--- config.mk ---
export PLATFORM = sky130hd
export DESIGN_NAME = ucmp_cr_unit
export DESIGN_NICKNAME = d
export VERILOG_FILES = /design/src/rtl/ucmp_pkg.sv /design/src/rtl/ucmp_decode.sv /design/src/rtl/ucmp_magcmp.sv /design/src/rtl/ucmp_crfile.sv /design/src/rtl/ucmp_cr_unit.sv
export SDC_FILE = /design/constraint.sdc
export NUM_CORES = 1
export LEC_CHECK = 0
export BUFFER_PORTS_ARGS = -buffer_cell sky130_fd_sc_hd__buf_2
export CORE_MARGIN = 2
export CORE_UTILIZATION = 44
export CTS_BUF_LIST = sky130_fd_sc_hd__clkbuf_8 sky130_fd_sc_hd__clkbuf_16
export DETAILED_ROUTE_END_ITERATION = 6
export PLACE_DENSITY = 0.82
export REMOVE_ABC_BUFFERS = 1
export SETUP_SLACK_MARGIN = 0.1
export SLEW_MARGIN = 10
export SYNTH_ARGS = -nofsm -noshare
export SYNTH_HDL_FRONTEND = slang
export SYNTH_SLANG_ARGS = --single-unit
--- constraint.sdc ---
create_clock -name clk -period 3.39 [get_ports clk]
set_input_delay 0.5085 -clock clk [delete_from_list [all_inputs] [get_ports clk]]
set_output_delay 0.5085 -clock clk [all_outputs]
set_load 0.01 [all_outputs]
--- src/rtl/ucmp_pkg.sv ---
package ucmp_pkg;
   localparam int unsigned PRIMARY_OP = 31;
   localparam int unsigned EXT_OP     = 32;

   typedef struct packed {
      logic lt;
      logic gt;
      logic eq;
      logic so;
   } crf_t;
endpackage

--- src/rtl/ucmp_decode.sv ---
module ucmp_decode #(
   parameter int IW   = 32,
   parameter int FLDW = 3
) (
   input  logic [IW-1:0]   insn,
   input  logic            valid,
   output logic            legal,
   output logic            illegal,
   output logic [FLDW-1:0] fld,
   output logic            wide
);
   // big-endian bit k lives at little-endian index IW-1-k
   localparam int POP_HI   = IW - 1;
   localparam int POP_LO   = IW - 6;
   localparam int FLD_HI   = IW - 7;
   localparam int FLD_LO   = IW - 6 - FLDW;
   localparam int RSV_BIT  = IW - 10;
   localparam int WIDE_BIT = IW - 11;
   localparam int XO_HI    = IW - 22;
   localparam int XO_LO    = IW - 31;
   localparam int RC_BIT   = 0;

   generate
      if (IW != 32) begin : g_bad_iw
         $error("ucmp_decode: instruction width must be 32");
      end
      if (FLDW != 3) begin : g_bad_fldw
         $error("ucmp_decode: field index must be 3 bits");
      end
   endgenerate

   logic op_match;
   logic rsv_clean;

   always_comb begin
      op_match  = (insn[POP_HI:POP_LO] == 6'(ucmp_pkg::PRIMARY_OP)) &&
                  (insn[XO_HI:XO_LO]   == 10'(ucmp_pkg::EXT_OP));
      rsv_clean = !insn[RSV_BIT] && !insn[RC_BIT];
      legal     = valid && op_match && rsv_clean;
      illegal   = valid && !(op_match && rsv_clean);
      fld       = insn[FLD_HI:FLD_LO];
      wide      = insn[WIDE_BIT];
   end
endmodule

--- src/rtl/ucmp_magcmp.sv ---
module ucmp_magcmp #(
   parameter int XLEN  = 64,
   parameter int STYLE = 0   // 0: narrow-then-compare, 1: split halves
) (
   input  logic [XLEN-1:0] a,
   input  logic [XLEN-1:0] b,
   input  logic            wide,
   output logic            lt,
   output logic            gt,
   output logic            eq
);
   localparam int HALF = XLEN / 2;

   generate
      if (XLEN % 2 != 0 || XLEN < 2) begin : g_bad_xlen
         $error("ucmp_magcmp: XLEN must be even and at least 2");
      end
      if (STYLE != 0 && STYLE != 1) begin : g_bad_style
         $error("ucmp_magcmp: STYLE must be 0 or 1");
      end

      if (STYLE == 0) begin : g_narrow
         logic [XLEN-1:0] xa, xb;
         always_comb begin
            xa = wide ? a : {{HALF{1'b0}}, a[HALF-1:0]};
            xb = wide ? b : {{HALF{1'b0}}, b[HALF-1:0]};
            lt = xa < xb;
            gt = xa > xb;
            eq = xa == xb;
         end
      end else begin : g_split
         logic hi_lt, hi_eq, lo_lt, lo_eq;
         always_comb begin
            hi_lt = a[XLEN-1:HALF] < b[XLEN-1:HALF];
            hi_eq = a[XLEN-1:HALF] == b[XLEN-1:HALF];
            lo_lt = a[HALF-1:0] < b[HALF-1:0];
            lo_eq = a[HALF-1:0] == b[HALF-1:0];
            if (wide) begin
               lt = hi_lt || (hi_eq && lo_lt);
               eq = hi_eq && lo_eq;
            end else begin
               lt = lo_lt;
               eq = lo_eq;
            end
            gt = !lt && !eq;
         end
      end
   endgenerate
endmodule

--- src/rtl/ucmp_crfile.sv ---
module ucmp_crfile #(
   parameter int NFIELD = 8,
   parameter int FW     = 4,
   parameter int FLDW   = $clog2(NFIELD)
) (
   input  logic                 clk,
   input  logic                 rst,
   input  logic                 we,
   input  logic [FLDW-1:0]      fld,
   input  logic [FW-1:0]        nib,
   output logic [NFIELD*FW-1:0] cr
);
   generate
      if (NFIELD < 2 || (1 << FLDW) != NFIELD) begin : g_bad_n
         $error("ucmp_crfile: NFIELD must be a power of two of at least 2");
      end
      for (genvar n = 0; n < NFIELD; n++) begin : g_fld
         logic [FW-1:0] q;
         always_ff @(posedge clk) begin
            if (rst)
               q <= '0;
            else if (we && fld == FLDW'(n))
               q <= nib;
         end
         // field 0 is the most significant slot
         assign cr[(NFIELD-1-n)*FW +: FW] = q;
      end
   endgenerate
endmodule

--- src/rtl/ucmp_cr_unit.sv ---
module ucmp_cr_unit #(
   parameter int XLEN      = 64,
   parameter int NFIELD    = 8,
   parameter int CMP_STYLE = 0
) (
   input  logic                clk,
   input  logic                rst,
   input  logic                in_valid,
   input  logic [31:0]         insn,
   input  logic [XLEN-1:0]     opa,
   input  logic [XLEN-1:0]     opb,
   input  logic                so_in,
   output logic                legal_o,
   output logic                illegal_o,
   output logic [NFIELD*4-1:0] cr_o
);
   localparam int FW   = $bits(ucmp_pkg::crf_t);
   localparam int FLDW = $clog2(NFIELD);

   generate
      if (NFIELD != 8) begin : g_bad_nfield
         $error("ucmp_cr_unit: the encoding addresses exactly eight fields");
      end
      if (XLEN != 64) begin : g_bad_xlen
         $error("ucmp_cr_unit: operands must be 64 bits");
      end
   endgenerate

   logic [FLDW-1:0] fld;
   logic            wide;
   logic            lt, gt, eq;
   ucmp_pkg::crf_t  res;

   ucmp_decode #(.IW(32), .FLDW(FLDW)) u_dec (
      .insn    (insn),
      .valid   (in_valid),
      .legal   (legal_o),
      .illegal (illegal_o),
      .fld     (fld),
      .wide    (wide)
   );

   ucmp_magcmp #(.XLEN(XLEN), .STYLE(CMP_STYLE)) u_cmp (
      .a    (opa),
      .b    (opb),
      .wide (wide),
      .lt   (lt),
      .gt   (gt),
      .eq   (eq)
   );

   always_comb begin
      res.lt = lt;
      res.gt = gt;
      res.eq = eq;
      res.so = so_in;
   end

   ucmp_crfile #(.NFIELD(NFIELD), .FW(FW), .FLDW(FLDW)) u_cr (
      .clk (clk),
      .rst (rst),
      .we  (legal_o),
      .fld (fld),
      .nib (res),
      .cr  (cr_o)
   );
endmodule

# ---- Word-level counts from Yosys, hierarchy flattened
# Cells that the tools add are included.
dict set report word_totals {
  out_inout_bits 34
  elab_cells 40
  inputBits 164
  register_bits 32
}
dict set report op_classes {
  mux 2
  order_cmp 2
  n_reduce_logical 18
  n_eq_ne 10
}
# op n
set op_table {}
lappend op_table {{64-bit two-way mux} 2}
lappend op_table {{64-bit == test} 1}
lappend op_table {{64-bit greater-than comparator} 1}
lappend op_table {{64-bit < comparator} 1}
lappend op_table {{1-bit logical AND} 14}
lappend op_table {{3-bit == test (second input constant)} 4}
lappend op_table {{10-bit by 6-bit == test with 1-bit output (second input constant)} 1}
lappend op_table {{3-bit by 2-bit == test with 1-bit output (second input constant)} 2}
lappend op_table {{6-bit by 5-bit == test with 1-bit output (second input constant)} 1}
lappend op_table {{3-bit by 1-bit == test with 1-bit output (second input constant)} 1}
lappend op_table {{1-bit logical NOT} 3}
lappend op_table {{3-bit logical NOT} 1}

# ---- Depth between registers and ports, before layout
# Gate-level depths: netlist of the first run.
dict set report depth {
  ltp_word 5
  ltp_mapped 12
  mapped_depth_nobuf 9
}

# ---- Modules after synthesis
# From an unflattened synthesis of the first run, not the netlist that was laid out.
dict set report hier_totals {
  cells_unflattened 410
  area_unflattened_um2 3340.7
}
# module area_per_inst_um2 seq_area_each_um2 cells_each instances
set by_module_without_submodules {}
lappend by_module_without_submodules {ucmp_magcmp 1893.1 0.0 274 1}
lappend by_module_without_submodules {ucmp_crfile 1350.0 640.6 124 1}
lappend by_module_without_submodules {ucmp_decode 97.6 0.0 12 1}

# ---- Worst setup path before layout of the first run
# Ideal clock, no wire load.
dict set report synth_timing {
  kind {input port to flip-flop}
  start {input insn[21]}
  end {register u_cr.g_fld[1].q[2]}
  setup_slack_ns 0.554
  path_buffers 3
  setup_ns 0.116
  path_stages 12
  required_ns 3.274
  t_arrival_ns 2.720
  cell_sequence {clkbuf_1 clkbuf_1 nand2_1 ha_1 a21oi_1 nor2_1 a211oi_1 o211ai_1 o31ai_2 nand3_1 buf_4 a31o_2}
}
dict set report synth_between {
  elab_chain_len 2
  word_cells_on_any_way 3
  cone_classes {1 x order compare; 2 x mux}
}
# element line_no
set synth_rtl {}
lappend synth_rtl {{start: declaration} ucmp_cr_unit.sv:9} ;# input logic [31:0] insn,
lappend synth_rtl {{64-bit two-way mux (on tied branches)} {ucmp_magcmp.sv:25, ucmp_magcmp.sv:26}}
lappend synth_rtl {{64-bit greater-than comparator (*)} ucmp_magcmp.sv:28} ;# gt = xa > xb;
lappend synth_rtl {{end signal: assignment} ucmp_crfile.sv:23} ;# q <= nib;
lappend synth_rtl {{end: declaration} ucmp_crfile.sv:18} ;# logic [FW-1:0] q;
# Mark *: on every way between the ends. The rest lies on a longest branch, timed or not.
# A chain may end at the register's enable or synchronous reset.

# ---- Worst setup path in the final report of the first run
dict set report layout_timing {
  start {input insn[21]}
  end {register u_cr.g_fld[6].q[3]}
}
dict set report layout_between {
  elab_chain_len 2
  word_cells_on_any_way 3
  cone_classes {1 x order compare; 2 x mux}
}
# element line_no
set layout_rtl {}
lappend layout_rtl {{64-bit two-way mux (on tied branches)} {ucmp_magcmp.sv:25, ucmp_magcmp.sv:26}}
lappend layout_rtl {{64-bit < comparator (*)} ucmp_magcmp.sv:27} ;# lt = xa < xb;
lappend layout_rtl {{end signal: assignment} ucmp_crfile.sv:23}
lappend layout_rtl {{end: declaration} ucmp_crfile.sv:18}
# Marked as above.

==> flow_metrics.tcl, run 1 <==
set metrics [dict create \
    status "complete, no violations" \
    start_kind "primary input" \
    grt_setup_unrepaired "no" \
    post_drt_via_cell_ratio 5.11 \
    slowest_stage "sky130_fd_sc_hd__o41ai_1" \
    vias 3621 \
    initial_utilization 0.448 \
    detail_route.wirelength_um 8920 \
    final_critical_path_share_of_the_clock_period 0.886 \
    yosys.area.top_type_share 0.249 \
    chip_height_um 89.5 \
    worst_slew_margin_rel 0.573 \
    placement_cell_area_sq_mm 0.00426 \
    mostFrequentLayoutCells "sky130_fd_sc_hd__buf_2 (187), sky130_fd_sc_hd__nand2_1 (80), sky130_fd_sc_hd__ha_1 (64), sky130_fd_sc_hd__a21oi_1 (40), sky130_fd_sc_hd__inv_1 (36)" \
    placedCellCount 702 \
    drt_first_pass_iters 4 \
    final_cell_count_no_fill 709 \
    chip_width_um 89.5 \
    setup_total_negative_slack_ps 0 \
    drt_iter0_markers 151 \
    largestRegisters "u_cr.g_fld.q (32)" \
    most_used_cell_along_the_critical_path "sky130_fd_sc_hd__a21oi_1" \
    yosys_register_bits 32 \
    syn_area_sq_mm 0.00321 \
    track_usage 0.217 \
    layout.cell_area.non_filler_sq_mm 0.00436 \
    antenna_found_initial 0 \
    tightestPinTransition_ps 641 \
    cts.sinks 32 \
    worst_vdd_ir_uv 216 \
    layout_commonest_cell "sky130_fd_sc_hd__buf_2" \
    post_synth.cell_area_avg_sq_um 7.58 \
    hold_path_class "flip-flop to flip-flop" \
    remaining_drc_errors 0 \
    grt_first_pass_wirelength_um 14100 \
    design_power_total_mw 1.01 \
    design.core.area_sq_mm 0.00718 \
    largest_register_ff_count 32 \
    clock.fmax_ghz 0.333 \
    period_needed_ps 3000 \
    cts_inserted_buffers 5 \
    worstPathMaxFanout 23 \
    count_of_yosys_warnings_during_synthesis 0 \
    floorplan.io_pins 198 \
    arrival_ps 3180 \
    gp_congestion 0.774 \
    power.leakage_nw 2.36 \
    largest_register_by_flop_count "u_cr.g_fld.q" \
    grt_overflow_total 0 \
    syn2layout_area_growth_pct 35.5 \
    final_hold_viol_count 0 \
    cts_hold_repair.buffers 0 \
    hpwl_after_dpl_um 7530 \
    layout-drive-gt1-share 0.357 \
    maxCapViolCount 0 \
    slew_viol_final 0 \
    post_synth_num_cell_types 48 \
    insertedDiodeCount 0 \
    cts_buffer_depth 2 \
    post_synth_inst_count 424 \
    final-setup-viol-count 0 \
    cts_repair_resizes 0 \
    area_leader_netlist "sky130_fd_sc_hd__ha_1" \
    tritoncts "built" \
    crit_type "primary input to flip-flop" \
    post_drt_wl_per_cell_um 12.6 \
    worst_path_largest_cell_delay_ps 440 \
    cts_max_level 2 \
    library_cell_used_as_clock_root_buffer "sky130_fd_sc_hd__clkbuf_8" \
    ant_nets 0 \
    reg2reg_slack_ps 2370 \
    cts.reportedPaths.clkPinSlew_ps 60 \
    fin_worst_skew_ps 0 \
    finish.net_count 838 \
    post-cts-setup-buffers 0 \
    pwr_density_cell_mw_per_mm2 232 \
    place.port_buffers 187 \
    ys_top_cells_by_area "sky130_fd_sc_hd__ha_1 (25%), sky130_fd_sc_hd__dfxtp_1 (20%), sky130_fd_sc_hd__nand2_1 (9.3%)" \
    critPathCaptureType "flip-flop" \
    floorplan.rows 31 \
    first_global_vias 3434 \
    design.die.area_sq_mm 0.00800 \
    worst_skew_pair.late_latency_ps 280 \
    yosysSeqAreaShare 0.199 \
    hold-worst-slack_ps 450 \
    grt_start_max_net_pins 39 \
    critical_path.cell_chain "buf_2, buf_4, nand2_1, ha_1, a21oi_1, o21ai_0, a221oi_1, a21oi_1, a41oi_2, nand3_1, o41ai_1" \
    worst_ep_required_time_ps 3560 \
]
-- path summary, 6_finish.rpt --
kind / startpoint / endpoint / depth (start not counted)
max: insn[21] / u_cr.g_fld[6].q[3] / 11
min: u_cr.g_fld[5].q[0] / u_cr.g_fld[5].q[0] / 2
max reg2reg: u_cr.g_fld[6].q[3] / u_cr.g_fld[6].q[3] / 2
min reg2reg: u_cr.g_fld[5].q[0] / u_cr.g_fld[5].q[0] / 2
-- cells in the mapped netlist, drive strengths merged --
cell,instances
nand2,82
ha,64
a21oi,40
inv,36
and2,33
dfxtp,32
nand4,21
nor2,18
clkbuf,12
o21ai,11
nand3,7
a31o,6
mux2i,6
nor3,6
nor3b,6
nor4,6
a21o,4
and3,4
a211oi,3
a221oi,3
o31ai,3
and3b,2
nand2b,2
nand3b,2
nor2b,2
nor4b,2
a22o,1
a41oi,1
and2b,1
and4,1
buf,1
o2111ai,1
o211ai,1
o41ai,1
or3,1
or3b,1
or4,1
-- area by class of cell --
type	instances	area, sq um
fill	645	2820
timing repair buffer	192	973
tap	99	124
clock buffer	7	96.3
sequential	32	641
inverter	36	135
multi-input combinational	343	2390
-- critical path: cells and delay by family --
kind	cells	cell delay [ps]
AO/OA/AOI/OAI	6	1350
buffers and inverters	2	560
AND/OR/NAND/NOR	2	450
adder cells (fa/ha/maj)	1	310
-- power by group --
group,switching [mW],internal (mW)
Clock,0.134,0.181
Sequential,0.0000000525,0.376
Combinational,0.164,0.158
Total,0.298,0.714
-- layer usage --
| metal | routed length [um] | GRT usage |
|---|---|---|
| met5 | 0 | 0 |
| met4 | 110 | 0.0516 |
| met3 | 618 | 0.0332 |
| met2 | 4540 | 0.419 |
| met1 | 3650 | 0.248 |
-- through the flow --
stage	util	setup slack (ps)
after floorplan	-	850
after global placement	0.594	197
final	0.607	386
after global routing	0.607	113
after detailed placement	0.594	91.4
after CTS	0.607	341
-- cells by family (layout without fill, tap and decap cells) --
kind of cell / Yosys count / count (layout) / share of synthesized area
compound gates: 75 / 75 / 0.144
fa+ha+maj: 64 / 64 / 0.249
buf+inv: 49 / 235 / 0.0584
flops: 32 / 32 / 0.199
mux: 6 / 6 / 0.0187
simple gates: 198 / 198 / 0.330
(Power assumes the default switching activity.)
==> inputs of run 2 (changes only) <==
PLACE_DENSITY = unset   (was 0.82)
PLACE_DENSITY_LB_ADDON = 0.2   (was unset)
==> flow_metrics.tcl, run 2 (same netlist as run 1, synthesis figures left out) <==
set metrics [dict create \
    chip_height_um 89.5 \
    maxCapViolCount 0 \
    fin_worst_skew_ps 0 \
    layout_commonest_cell "sky130_fd_sc_hd__buf_2" \
    detail_route.wirelength_um 8560 \
    largestRegisters "u_cr.g_fld.q (32)" \
    initial_utilization 0.448 \
    setup_total_negative_slack_ps 0 \
    pwr_density_cell_mw_per_mm2 225 \
    worst_vdd_ir_uv 253 \
    design.core.area_sq_mm 0.00718 \
    hold_path_class "flip-flop to flip-flop" \
    start_kind "primary input" \
    crit_type "primary input to flip-flop" \
    cts_max_level 2 \
    insertedDiodeCount 0 \
    cts_buffer_depth 2 \
    slowest_stage "sky130_fd_sc_hd__o41ai_1" \
    slew_viol_final 0 \
    ant_nets 0 \
    grt_overflow_total 0 \
    syn2layout_area_growth_pct 36.9 \
    cts_hold_repair.buffers 0 \
    final-setup-viol-count 0 \
    cts.reportedPaths.clkPinSlew_ps 60 \
    grt_first_pass_wirelength_um 13200 \
    worst_ep_required_time_ps 3560 \
    cts_inserted_buffers 5 \
    post_drt_wl_per_cell_um 12.0 \
    grt_start_max_net_pins 39 \
    post_drt_via_cell_ratio 5.09 \
    library_cell_used_as_clock_root_buffer "sky130_fd_sc_hd__clkbuf_8" \
    clock.fmax_ghz 0.374 \
    final_hold_viol_count 0 \
    vias 3638 \
    largest_register_ff_count 32 \
    status "complete, no violations" \
    dp_slack_ps 389 \
    worst_skew_pair.late_latency_ps 280 \
    tritoncts "built" \
    remaining_drc_errors 0 \
    worst_path_largest_cell_delay_ps 330 \
    worst_slew_margin_rel 0.586 \
    floorplan.rows 31 \
    largest_register_by_flop_count "u_cr.g_fld.q" \
    first_global_vias 3218 \
    cts_repair_resizes 0 \
    mostFrequentLayoutCells "sky130_fd_sc_hd__buf_2 (187), sky130_fd_sc_hd__nand2_1 (80), sky130_fd_sc_hd__ha_1 (64), sky130_fd_sc_hd__a21oi_1 (40), sky130_fd_sc_hd__inv_1 (38)" \
    track_usage 0.204 \
    hold-worst-slack_ps 450 \
    worstPathMaxFanout 14 \
    floorplan.io_pins 198 \
    drt_first_pass_iters 4 \
    hpwl_after_dpl_um 7330 \
    chip_width_um 89.5 \
    grt_setup_unrepaired "no" \
    power.leakage_nw 2.39 \
    period_needed_ps 2680 \
    critical_path.cell_chain "buf_2, buf_4, and2_1, ha_1, a21oi_1, o21ai_0, a221oi_1, a21oi_1, a41oi_2, nand3_1, buf_4, o41ai_1" \
    final_critical_path_share_of_the_clock_period 0.789 \
    arrival_ps 2840 \
    finish.net_count 843 \
    post-cts-setup-buffers 0 \
    cts.sinks 32 \
    design.die.area_sq_mm 0.00800 \
    layout-drive-gt1-share 0.360 \
    worst_slack_ps 714 \
    tightestPinTransition_ps 622 \
    drt_iter0_markers 74 \
    critPathCaptureType "flip-flop" \
    gp_congestion 0.775 \
    antenna_found_initial 0 \
    place.port_buffers 187 \
]
[run 2: cell count changes in the layout (fill, tap and decap cells not counted)]
cell / change
sky130_fd_sc_hd__buf_4: +4
sky130_fd_sc_hd__clkbuf_8: -1
sky130_fd_sc_hd__buf_12: +1
sky130_fd_sc_hd__inv_1: +2
[run 2: stage by stage]
| step | utilization | area [sq um] | power, mW | cells |
|---|---|---|---|---|
| after floorplan | - | 3160 | 0.556 | 411 |
| after global placement | 0.601 | 4310 | 0.700 | 707 |
| after detailed placement | 0.601 | 4310 | 0.712 | 707 |
| after CTS | 0.613 | 4400 | 1.00 | 715 |
| after global routing | 0.613 | 4400 | 1.06 | 715 |
| final | 0.613 | 4400 | 0.990 | 715 |
[run 2: final timing paths]
check,cells past startpoint,end,slack [ps],from
max,12,u_cr.g_fld[6].q[3],710,insn[21]
min,2,u_cr.g_fld[3].q[1],450,u_cr.g_fld[3].q[1]
max reg2reg,2,u_cr.g_fld[6].q[3],2430,u_cr.g_fld[6].q[3]
min reg2reg,2,u_cr.g_fld[3].q[1],450,u_cr.g_fld[3].q[1]
[run 2: area by class of cell]
cell class | count | area [sq um]
multi-input combinational | 343 | 2390
inverter | 36 | 135
clock inverter | 2 | 7.51
fill | 663 | 2780
clock buffer | 6 | 82.6
sequential | 32 | 641
timing repair buffer | 197 | 1020
tap | 99 | 124
[run 2: layer usage]
layer | vias to the layer above | global-route usage | share of wire
met5 | - | 0 | 0
met4 | 0 | 0.0583 | 0.019
met3 | 14 | 0.0268 | 0.070
met2 | 134 | 0.385 | 0.49
met1 | 1606 | 0.239 | 0.42
li1 | 1884 | - | -
[run 2: critical path: cells and delay by family]
kind,cells,cell delay [ps]
AO/OA/AOI/OAI,6,1230
AND/OR/NAND/NOR,2,220
adder cells (fa/ha/maj),1,310
buffers and inverters,3,550
[run 2: power breakdown]
| group | switching [mW] | total, mW | leakage (nW) | internal (mW) |
|---|---|---|---|---|
| clock | 0.129 | 0.288 | 0.0538 | 0.159 |
| combinational | 0.162 | 0.326 | 2.08 | 0.164 |
| sequential | 0.0000000485 | 0.376 | 0.258 | 0.376 |
| total | 0.291 | 0.990 | 2.39 | 0.699 |
